[config.mk]
export PLATFORM = sky130hd
export DESIGN_NAME = serial_cfg_chain
export DESIGN_NICKNAME = d
export VERILOG_FILES = /design/src/rtl/serial_cfg_pkg.sv /design/src/rtl/serial_cfg_pin_decode.sv /design/src/rtl/serial_cfg_addr_ctr.sv /design/src/rtl/serial_cfg_bit_gen.sv /design/src/rtl/serial_cfg_mem.sv /design/src/rtl/serial_cfg_chain.sv
export SDC_FILE = /design/constraint.sdc
export NUM_CORES = 1
export LEC_CHECK = 0
export ABC_AREA = 1
export CORE_MARGIN = 3
export CORE_UTILIZATION = 25
export DETAILED_ROUTE_END_ITERATION = 6
export DONT_BUFFER_PORTS = 1
export GPL_ROUTABILITY_DRIVEN = 1
export HOLD_SLACK_MARGIN = 0.05
export PLACE_DENSITY = 0.46
export SYNTH_ARGS = -nofsm -noshare
export SYNTH_HDL_FRONTEND = slang
export SYNTH_SLANG_ARGS = --single-unit
[constraint.sdc]
create_clock -name clk -period 3.55 [get_ports clk]
set_clock_uncertainty 0.1 [all_clocks]
set_input_delay 0.1775 -clock clk [delete_from_list [all_inputs] [get_ports clk]]
set_output_delay 0.1775 -clock clk [all_outputs]
set_load 0.02 [all_outputs]
[src/rtl/serial_cfg_pkg.sv]
package serial_cfg_pkg;

  localparam int unsigned GEN_MUL = 5;
  localparam int unsigned GEN_ADD = 3;
  localparam int unsigned GEN_W   = 16;

  // decoded view of the shared reset/output-enable pin
  typedef struct packed {
    logic rst;
    logic oe;
  } pin_dec_t;

  // stored content: parity of a scrambled global bit index
  function automatic logic gen_bit(input logic [31:0] gidx);
    logic [31:0]      prod;
    logic [GEN_W-1:0] v;
    prod = gidx * GEN_MUL + GEN_ADD;
    v    = prod[GEN_W-1:0];
    return ^v;
  endfunction

endpackage

[src/rtl/serial_cfg_pin_decode.sv]
module serial_cfg_pin_decode
  import serial_cfg_pkg::*;
#(
  parameter bit RST_ACTIVE_HIGH = 1'b0
) (
  input  logic     pin_i,
  output pin_dec_t dec_o
);

  generate
    if (RST_ACTIVE_HIGH) begin : g_rst_high
      assign dec_o.rst = pin_i;
      assign dec_o.oe  = ~pin_i;
    end else begin : g_rst_low
      assign dec_o.rst = ~pin_i;
      assign dec_o.oe  = pin_i;
    end
  endgenerate

endmodule

[src/rtl/serial_cfg_addr_ctr.sv]
module serial_cfg_addr_ctr #(
  parameter int unsigned DEPTH = 40,
  localparam int unsigned PTR_W = $clog2(DEPTH + 1)
) (
  input  logic             clk,
  input  logic             rst_n,
  input  logic             clr_i,
  input  logic             adv_i,
  output logic [PTR_W-1:0] ptr_o,
  output logic             spent_o
);

  logic [PTR_W-1:0] ptr_q;
  logic [PTR_W-1:0] ptr_nxt;
  logic             ptr_en;

  assign spent_o = (ptr_q == PTR_W'(DEPTH));
  assign ptr_o   = ptr_q;

  always_comb begin
    ptr_en  = 1'b0;
    ptr_nxt = ptr_q;
    if (clr_i) begin
      ptr_en  = 1'b1;
      ptr_nxt = '0;
    end else if (adv_i && !spent_o) begin
      ptr_en  = 1'b1;
      ptr_nxt = ptr_q + 1'b1;
    end
  end

  always_ff @(posedge clk or negedge rst_n) begin
    if (!rst_n) begin
      ptr_q <= '0;
    end else if (ptr_en) begin
      ptr_q <= ptr_nxt;
    end
  end

endmodule

[src/rtl/serial_cfg_bit_gen.sv]
module serial_cfg_bit_gen
  import serial_cfg_pkg::*;
#(
  parameter int unsigned DEV_IDX = 0,
  parameter int unsigned DEPTH   = 40,
  localparam int unsigned PTR_W  = $clog2(DEPTH + 1),
  localparam logic [31:0] BASE   = 32'(DEV_IDX * DEPTH)
) (
  input  logic [PTR_W-1:0] ptr_i,
  output logic             bit_o
);

  logic [31:0] gidx;

  assign gidx  = BASE + 32'(ptr_i);
  assign bit_o = gen_bit(gidx);

endmodule

[src/rtl/serial_cfg_mem.sv]
module serial_cfg_mem
  import serial_cfg_pkg::*;
#(
  parameter int unsigned DEV_IDX         = 0,
  parameter int unsigned DEPTH           = 40,
  parameter bit          RST_ACTIVE_HIGH = 1'b0,
  localparam int unsigned PTR_W          = $clog2(DEPTH + 1)
) (
  input  logic clk,
  input  logic rst_n,
  input  logic ce_n_i,
  input  logic rst_oe_i,
  output logic dout_o,
  output logic doe_o,
  output logic ceo_n_o
);

  pin_dec_t         dec;
  logic [PTR_W-1:0] ptr;
  logic             spent;
  logic             cur_bit;
  logic             adv;

  serial_cfg_pin_decode #(
    .RST_ACTIVE_HIGH(RST_ACTIVE_HIGH)
  ) u_dec (
    .pin_i (rst_oe_i),
    .dec_o (dec)
  );

  assign adv = ~ce_n_i & dec.oe;

  serial_cfg_addr_ctr #(
    .DEPTH(DEPTH)
  ) u_ctr (
    .clk     (clk),
    .rst_n   (rst_n),
    .clr_i   (dec.rst),
    .adv_i   (adv),
    .ptr_o   (ptr),
    .spent_o (spent)
  );

  serial_cfg_bit_gen #(
    .DEV_IDX(DEV_IDX),
    .DEPTH  (DEPTH)
  ) u_gen (
    .ptr_i (ptr),
    .bit_o (cur_bit)
  );

  assign doe_o   = adv & ~spent;
  assign dout_o  = doe_o & cur_bit;
  assign ceo_n_o = ce_n_i | ~spent;

endmodule

[src/rtl/serial_cfg_chain.sv]
module serial_cfg_chain #(
  parameter int unsigned NUM_DEV         = 3,
  parameter int unsigned DEPTH           = 40,
  parameter bit          RST_ACTIVE_HIGH = 1'b0
) (
  input  logic clk,
  input  logic rst_n,
  input  logic ce_n,
  input  logic rst_oe,
  output logic data_o,
  output logic data_oe_o,
  output logic ceo_n_o
);

  logic [1:0]         rs_q;
  logic               rst_sync_n;
  logic [NUM_DEV:0]   ce_chain;
  logic [NUM_DEV-1:0] dev_oe;
  logic [NUM_DEV-1:0] dev_dout;
  logic [NUM_DEV-1:0] dev_ceo_n;

  // asynchronous assert, synchronous release
  always_ff @(posedge clk or negedge rst_n) begin
    if (!rst_n) begin
      rs_q <= '0;
    end else begin
      rs_q <= {rs_q[0], 1'b1};
    end
  end
  assign rst_sync_n = rs_q[1];

  assign ce_chain = {dev_ceo_n, ce_n};

  generate
    for (genvar i = 0; i < NUM_DEV; i++) begin : g_dev
      serial_cfg_mem #(
        .DEV_IDX        (i),
        .DEPTH          (DEPTH),
        .RST_ACTIVE_HIGH(RST_ACTIVE_HIGH)
      ) u_mem (
        .clk      (clk),
        .rst_n    (rst_sync_n),
        .ce_n_i   (ce_chain[i]),
        .rst_oe_i (rst_oe),
        .dout_o   (dev_dout[i]),
        .doe_o    (dev_oe[i]),
        .ceo_n_o  (dev_ceo_n[i])
      );
    end
  endgenerate

  // shared line: wired-OR of the gated drivers
  assign data_o    = |(dev_dout & dev_oe);
  assign data_oe_o = |dev_oe;
  assign ceo_n_o   = ce_chain[NUM_DEV];

endmodule

-- After elaboration in Yosys (flattened, before gate mapping)
Cells that the tools add are included.
- register bits after elaboration: 20
- bits in latches: 0
- memory bits (writable): 0
- memory bits (read-only): 0
- input port bits: 4
- logic and storage cells: 66
- memories: 0
- add/subtract/negate cells: 8
- multiply operators: 3
- divide/modulo/power cells: 0
- magnitude comparators: 0
- eq/ne operators: 6
- shift operators: 0
- muxes and demuxes: 12
- bitwise gates (word level): 19
- reduce and logical (&&, ||, !) cells: 14
- operators with widths (kind ; number):
    16-bit XOR reduction ; 3
    6-bit 2-to-1 mux ; 6
    16-bit by 2-bit adder with 16-bit output (second input constant) ; 2
    6-bit by 1-bit adder with 6-bit output (second input constant) ; 3
    6-bit equality test (second input constant) ; 3
    8-bit by 3-bit multiplier with 11-bit output (second input constant) ; 1
    9-bit by 2-bit adder with 10-bit output (second input constant) ; 1
    7-bit by 3-bit multiplier with 10-bit output (second input constant) ; 1
    1-bit bitwise AND ; 9
    6-bit by 3-bit multiplier with 9-bit output (second input constant) ; 1
    7-bit by 6-bit adder with 8-bit output (first input constant) ; 1
    6-bit by 6-bit adder with 7-bit output (first input constant) ; 1
    1-bit 2-to-1 mux ; 6
    2-bit by 1-bit != test with 1-bit output (second input constant) ; 3
    1-bit NOT ; 6
    2-bit AND reduction ; 3
    3-bit OR reduction ; 2
    3-bit bitwise AND ; 1
    1-bit logical AND ; 3
    1-bit logical NOT ; 3
    1-bit bitwise OR ; 3

-- Logic depth before layout (Yosys ltp)
- depth after elaboration: 10
- depth in mapped cells: 22
- gate-level depth less buffers: 22

-- By module
Synthesis repeated with hierarchy kept, for this count alone.
- cell total of the unflattened synthesis: 527
- area, all modules: 3291.9 um2
- modules (own cells, without submodules) (module ; times used ; cells each ; area an instance (um2)):
    serial_cfg_addr_ctr ; 3 ; 51 ; 380.4
    serial_cfg_bit_gen at g_dev[2].u_mem.u_gen ; 1 ; 131 ; 726.9
    serial_cfg_bit_gen at g_dev[1].u_mem.u_gen ; 1 ; 104 ; 646.9
    serial_cfg_bit_gen at g_dev[0].u_mem.u_gen ; 1 ; 96 ; 534.3
    serial_cfg_mem ; 3 ; 9 ; 42.5
    serial_cfg_chain ; 1 ; 10 ; 81.3
    serial_cfg_pin_decode ; 3 ; 2 ; 11.3

-- Worst setup path after synthesis
OpenSTA, ideal clock, no wires.
- kind: register to output
- from: reg g_dev[1].u_mem.u_ctr.ptr_q[3]
- to: out data_o
- arrival: 2.680 ns
- slack: 0.592 ns
- stages on the path, launching flop included: 22
- path buffers: 0
- cells stage by stage: dfrtp_1 > ha_1 > ha_1 > inv_1 > fa_1 > inv_2 > nand2_1 > nand2_1 > nand3_1 > nand2_2 > inv_1 > nand2_1 > nand2_1 > nor2_1 > nor2_1 > nand2_1 > nand2_1 > nand2_1 > nand3_1 > nand2_1 > inv_1 > nand2_1
- word-level cells in the longest chain between the ends: 9
- elaborated cells between the ends (all ways): 15
- ends and longest elaborated chain (item ; RTL line ; source):
    start, declared ; serial_cfg_addr_ctr.sv:13 ; logic [PTR_W-1:0] ptr_q;
    start signal, assigned ; serial_cfg_addr_ctr.sv:36 ; ptr_q <= ptr_nxt;
    branches (longest 7 deep; another with 16-bit by 2-bit adder with 16-bit output) ; -- ;
    3-bit bitwise AND (*) ; serial_cfg_chain.sv:53 ; assign data_o = |(dev_dout & dev_oe);
    3-bit OR reduction (*) ; serial_cfg_chain.sv:53 ;
    end, declared ; serial_cfg_chain.sv:10 ; output logic data_o,
Every way passes the cells marked *.

-- Worst setup path in the final report
Ends and elaborated chain as after synthesis.

==> flow_summary.ini <==
[power]
max-vdd-ir-drop_mv = 0.2563
p_leak_nw = 1.592
power.density_nw_per_um2 = 178.7

[yosys]
yosysUniqueCellTypes = 34
synth_mux_area_frac = 0
synthTopCellsByArea = ha_1, dfrtp_1, nand2_1
synth.top_cell.area_share = 0.1916
yosys-top-cells-count = nand2_1, inv_1, nand3_1
synth_seq_area_share = 0.1783
post-synth-top-count-cell = nand2_1
ys_async_sr_fraction = 1.000
yosys.area.top_type = ha_1
synth_ff_type = dfrtp_1
synth_top_family_by_area = simple AND/OR/NAND/NOR gates
synthSimpleGateAreaFrac = 0.3694
synthCells = 417
synth_nets = 467
ys.warnings.count = 0
netlist_area_um2 = 2808
synth_xor_area_frac = 0.06818
synth_fa_ha_area_frac = 0.2130
synth_seq_cells = 20
synth_edf_count = 0
synth-compound-area-share = 0.07620
synth.avg_cell_area_um2 = 6.733

[global_routing]
grt_pass1_vias = 2492
overflow = 0
grt_usage = 0.09919
antenna_found_initial = 0
grt_max_degree = 19
grt_pass1_wl_mm = 10.90

[routing]
drc = 0
finalWirelength_mm = 5.883
ant_nets = 0
viasPerCell = 4.451
first_pass_iters = 4
vias = 2524
wire_per_inst_um = 10.38
drt_iter0_markers = 46

[sta]
timing.final.ws_setup_ns = 0.2813
slew_viol_final = 0
timing.final.crit_share = 0.9208
max_freq_mhz = 305.9
tns_ns = 0
hold-worst-slack_ns = 0.09070
worst_pin_slew_ns = 0.7553
max_slew_margin = 0.4964
setup_viol = 0
finalHoldViolCount = 0
fin_crit_ns = 3.269

[clocking]
ctsLongestPathBuffers = 2
cts.htree.levels = 1
clkLatencyLatePin_ns = 0.26
numCtsBuffers = 3
cts_root_buf = clkbuf_8
clock-sinks = 20
cts_tree = yes
clk_pin_slew_ns = 0.07

[critical_path]
cp.arrival_ns = 2.99
worstPathRequired_ns = 3.27
critPathLaunchType = flop
cp-end-kind = output port
crit_end = data_o
crit_fanout = 5
r2r_slack_ns = 1.37
critPathLaunch = g_dev[1].u_mem.u_ctr.ptr_o[3]
worstSetupPathType = reg -> out
timing.rr.end = g_dev[1].u_mem.u_ctr.ptr_o[4]
rr_startpoint = g_dev[1].u_mem.u_ctr.ptr_o[0]
r2r_cells = 10

[die]
fp-row-count = 38
fp.dieW_um = 112.0
dieArea_um2 = 12540
ios = 7
initial_core_util = 0.2579
die_h_um = 112.0
fp.coreArea_um2 = 10890

[cells_and_area]
flow.area_growth_from_synthesis_pct = 13.73
fill_cells = 1175
drive_gt1_frac = 0.1358
diodes = 0
design_area_um2 = 3193
postLayoutCoreUtil = 0.2933
final_net_count = 478

[place]
gp_congestion = 0.8052
placed_cell_area_um2 = 2972
port_buffers = 0
dpl.hpwl_mm = 4.782
pre_cts_ws_ns = 0.3334

[outcome]
outcome = complete, no violations

[hold_path]
hp-class = in -> reg

[flow_run]
cap_violations = 0
state kept, by name (all words and copies together) (netlist names):
name and flops:
g_dev.u_mem.u_ctr.ptr_o 18, rs_q 2
layout make-up:
cell class	instances	area, um2	area share
multi-input cells	329	2125	0.6654
repair buffers	7	62.56	0.01959
clock buffers	3	41.29	0.01293
flip-flops and latches	20	505.5	0.1583
clock inverters	1	30.03	0.009404
well taps	140	175.2	0.05486
inverters	67	254.0	0.07955
worst min-delay path by stage:
stage	from	to	slack, ns	cells after the start
3_3_place_gp	rst_n	rs_q[0]	-0.22	0
2_1_floorplan	rst_n	rs_q[0]	-0.22	0
4_1_cts	rst_oe	g_dev[1].u_mem.u_ctr.ptr_o[4]	0.1	2
6_report	rst_oe	g_dev[1].u_mem.u_ctr.ptr_o[4]	0.09	2
3_5_place_dp	rst_n	rs_q[0]	-0.22	0
5_1_grt	rst_oe	g_dev[1].u_mem.u_ctr.ptr_o[4]	0.11	2
layout by cell type (no fill, tap or decap), drive strengths merged:
| cell | netlist | routed |
|---|---|---|
| bufinv | 0 | 1 |
| a21oi | 10 | 10 |
| o21a | 2 | 2 |
| conb | 1 | 1 |
| inv | 67 | 67 |
| clkbuf | 0 | 3 |
| nand4 | 7 | 7 |
| nor3 | 10 | 10 |
| o211ai | 1 | 1 |
| and3 | 2 | 2 |
| ha | 43 | 43 |
| buf | 1 | 3 |
| o22ai | 1 | 1 |
| dlygate4sd3 | 0 | 4 |
| a22o | 1 | 1 |
| fa | 3 | 3 |
| nand3 | 50 | 50 |
| or2 | 2 | 2 |
| nor2 | 35 | 35 |
| xor2 | 9 | 9 |
| nand2 | 115 | 115 |
| nand3b | 4 | 4 |
| xnor2 | 12 | 12 |
| a221oi | 2 | 2 |
| dfrtp | 20 | 20 |
| a31o | 1 | 1 |
| o21ai | 18 | 18 |
timing repair:
action | 4_1_cts | 5_1_grt
gates resized for setup | 0 | 23
endpoints found under the hold margin | 9 | 0
setup endpoints to repair | 0 | 1
hold buffers | 4 | 0
buffers inserted | 0 | 3
power by group:
part           switching (mW)  internal, mW  total [mW]
sequential             0.0102         0.231       0.241
combinational          0.0572        0.0413      0.0985
clock                  0.0804         0.150       0.231
total                   0.148         0.423       0.571
metrics by stage:
step,power [mW],cells
2_1_floorplan,0.3207,417
3_3_place_gp,0.3422,556
3_5_place_dp,0.3428,556
4_1_cts,0.5809,564
5_1_grt,0.6070,567
6_report,0.5707,567
cells by family (layout without fill, tap and decap cells):
logic type      count (synthesis)  after routing
flops                          20             20
other cells                     1              1
fa+ha+maj                      46             46
compound gates                 36             36
xor+xnor                       21             21
buf+inv                        68             78
simple gates                  225            225
routing by layer:
metal | vias to the layer above | wire [um] | global-route usage
li1 | 1379 | - | -
met5 | - | 0 | 0
met4 | 0 | 49 | 0.008013
met2 | 20 | 2666 | 0.1695
met3 | 6 | 142 | 0.01522
met1 | 1119 | 3024 | 0.1383
critical path, stage by stage, from the launching register on:
cell	delay, ns
dfrtp_2	0.44
inv_4	0.07
ha_1	0.28
ha_1	0.19
inv_2	0.07
fa_2	0.42
inv_2	0.08
nand2_1	0.08
nand2_1	0.09
nand3_2	0.08
nand2_2	0.11
nand2_1	0.08
inv_1	0.06
nor2_1	0.04
nor2_1	0.14
nor2_1	0.06
nand2_1	0.08
nand2_1	0.05
nand2_1	0.05
nand3_1	0.06
nand2_1	0.06
inv_1	0.05
nand2_2	0.11
Power figures use the tool's default switching activity.
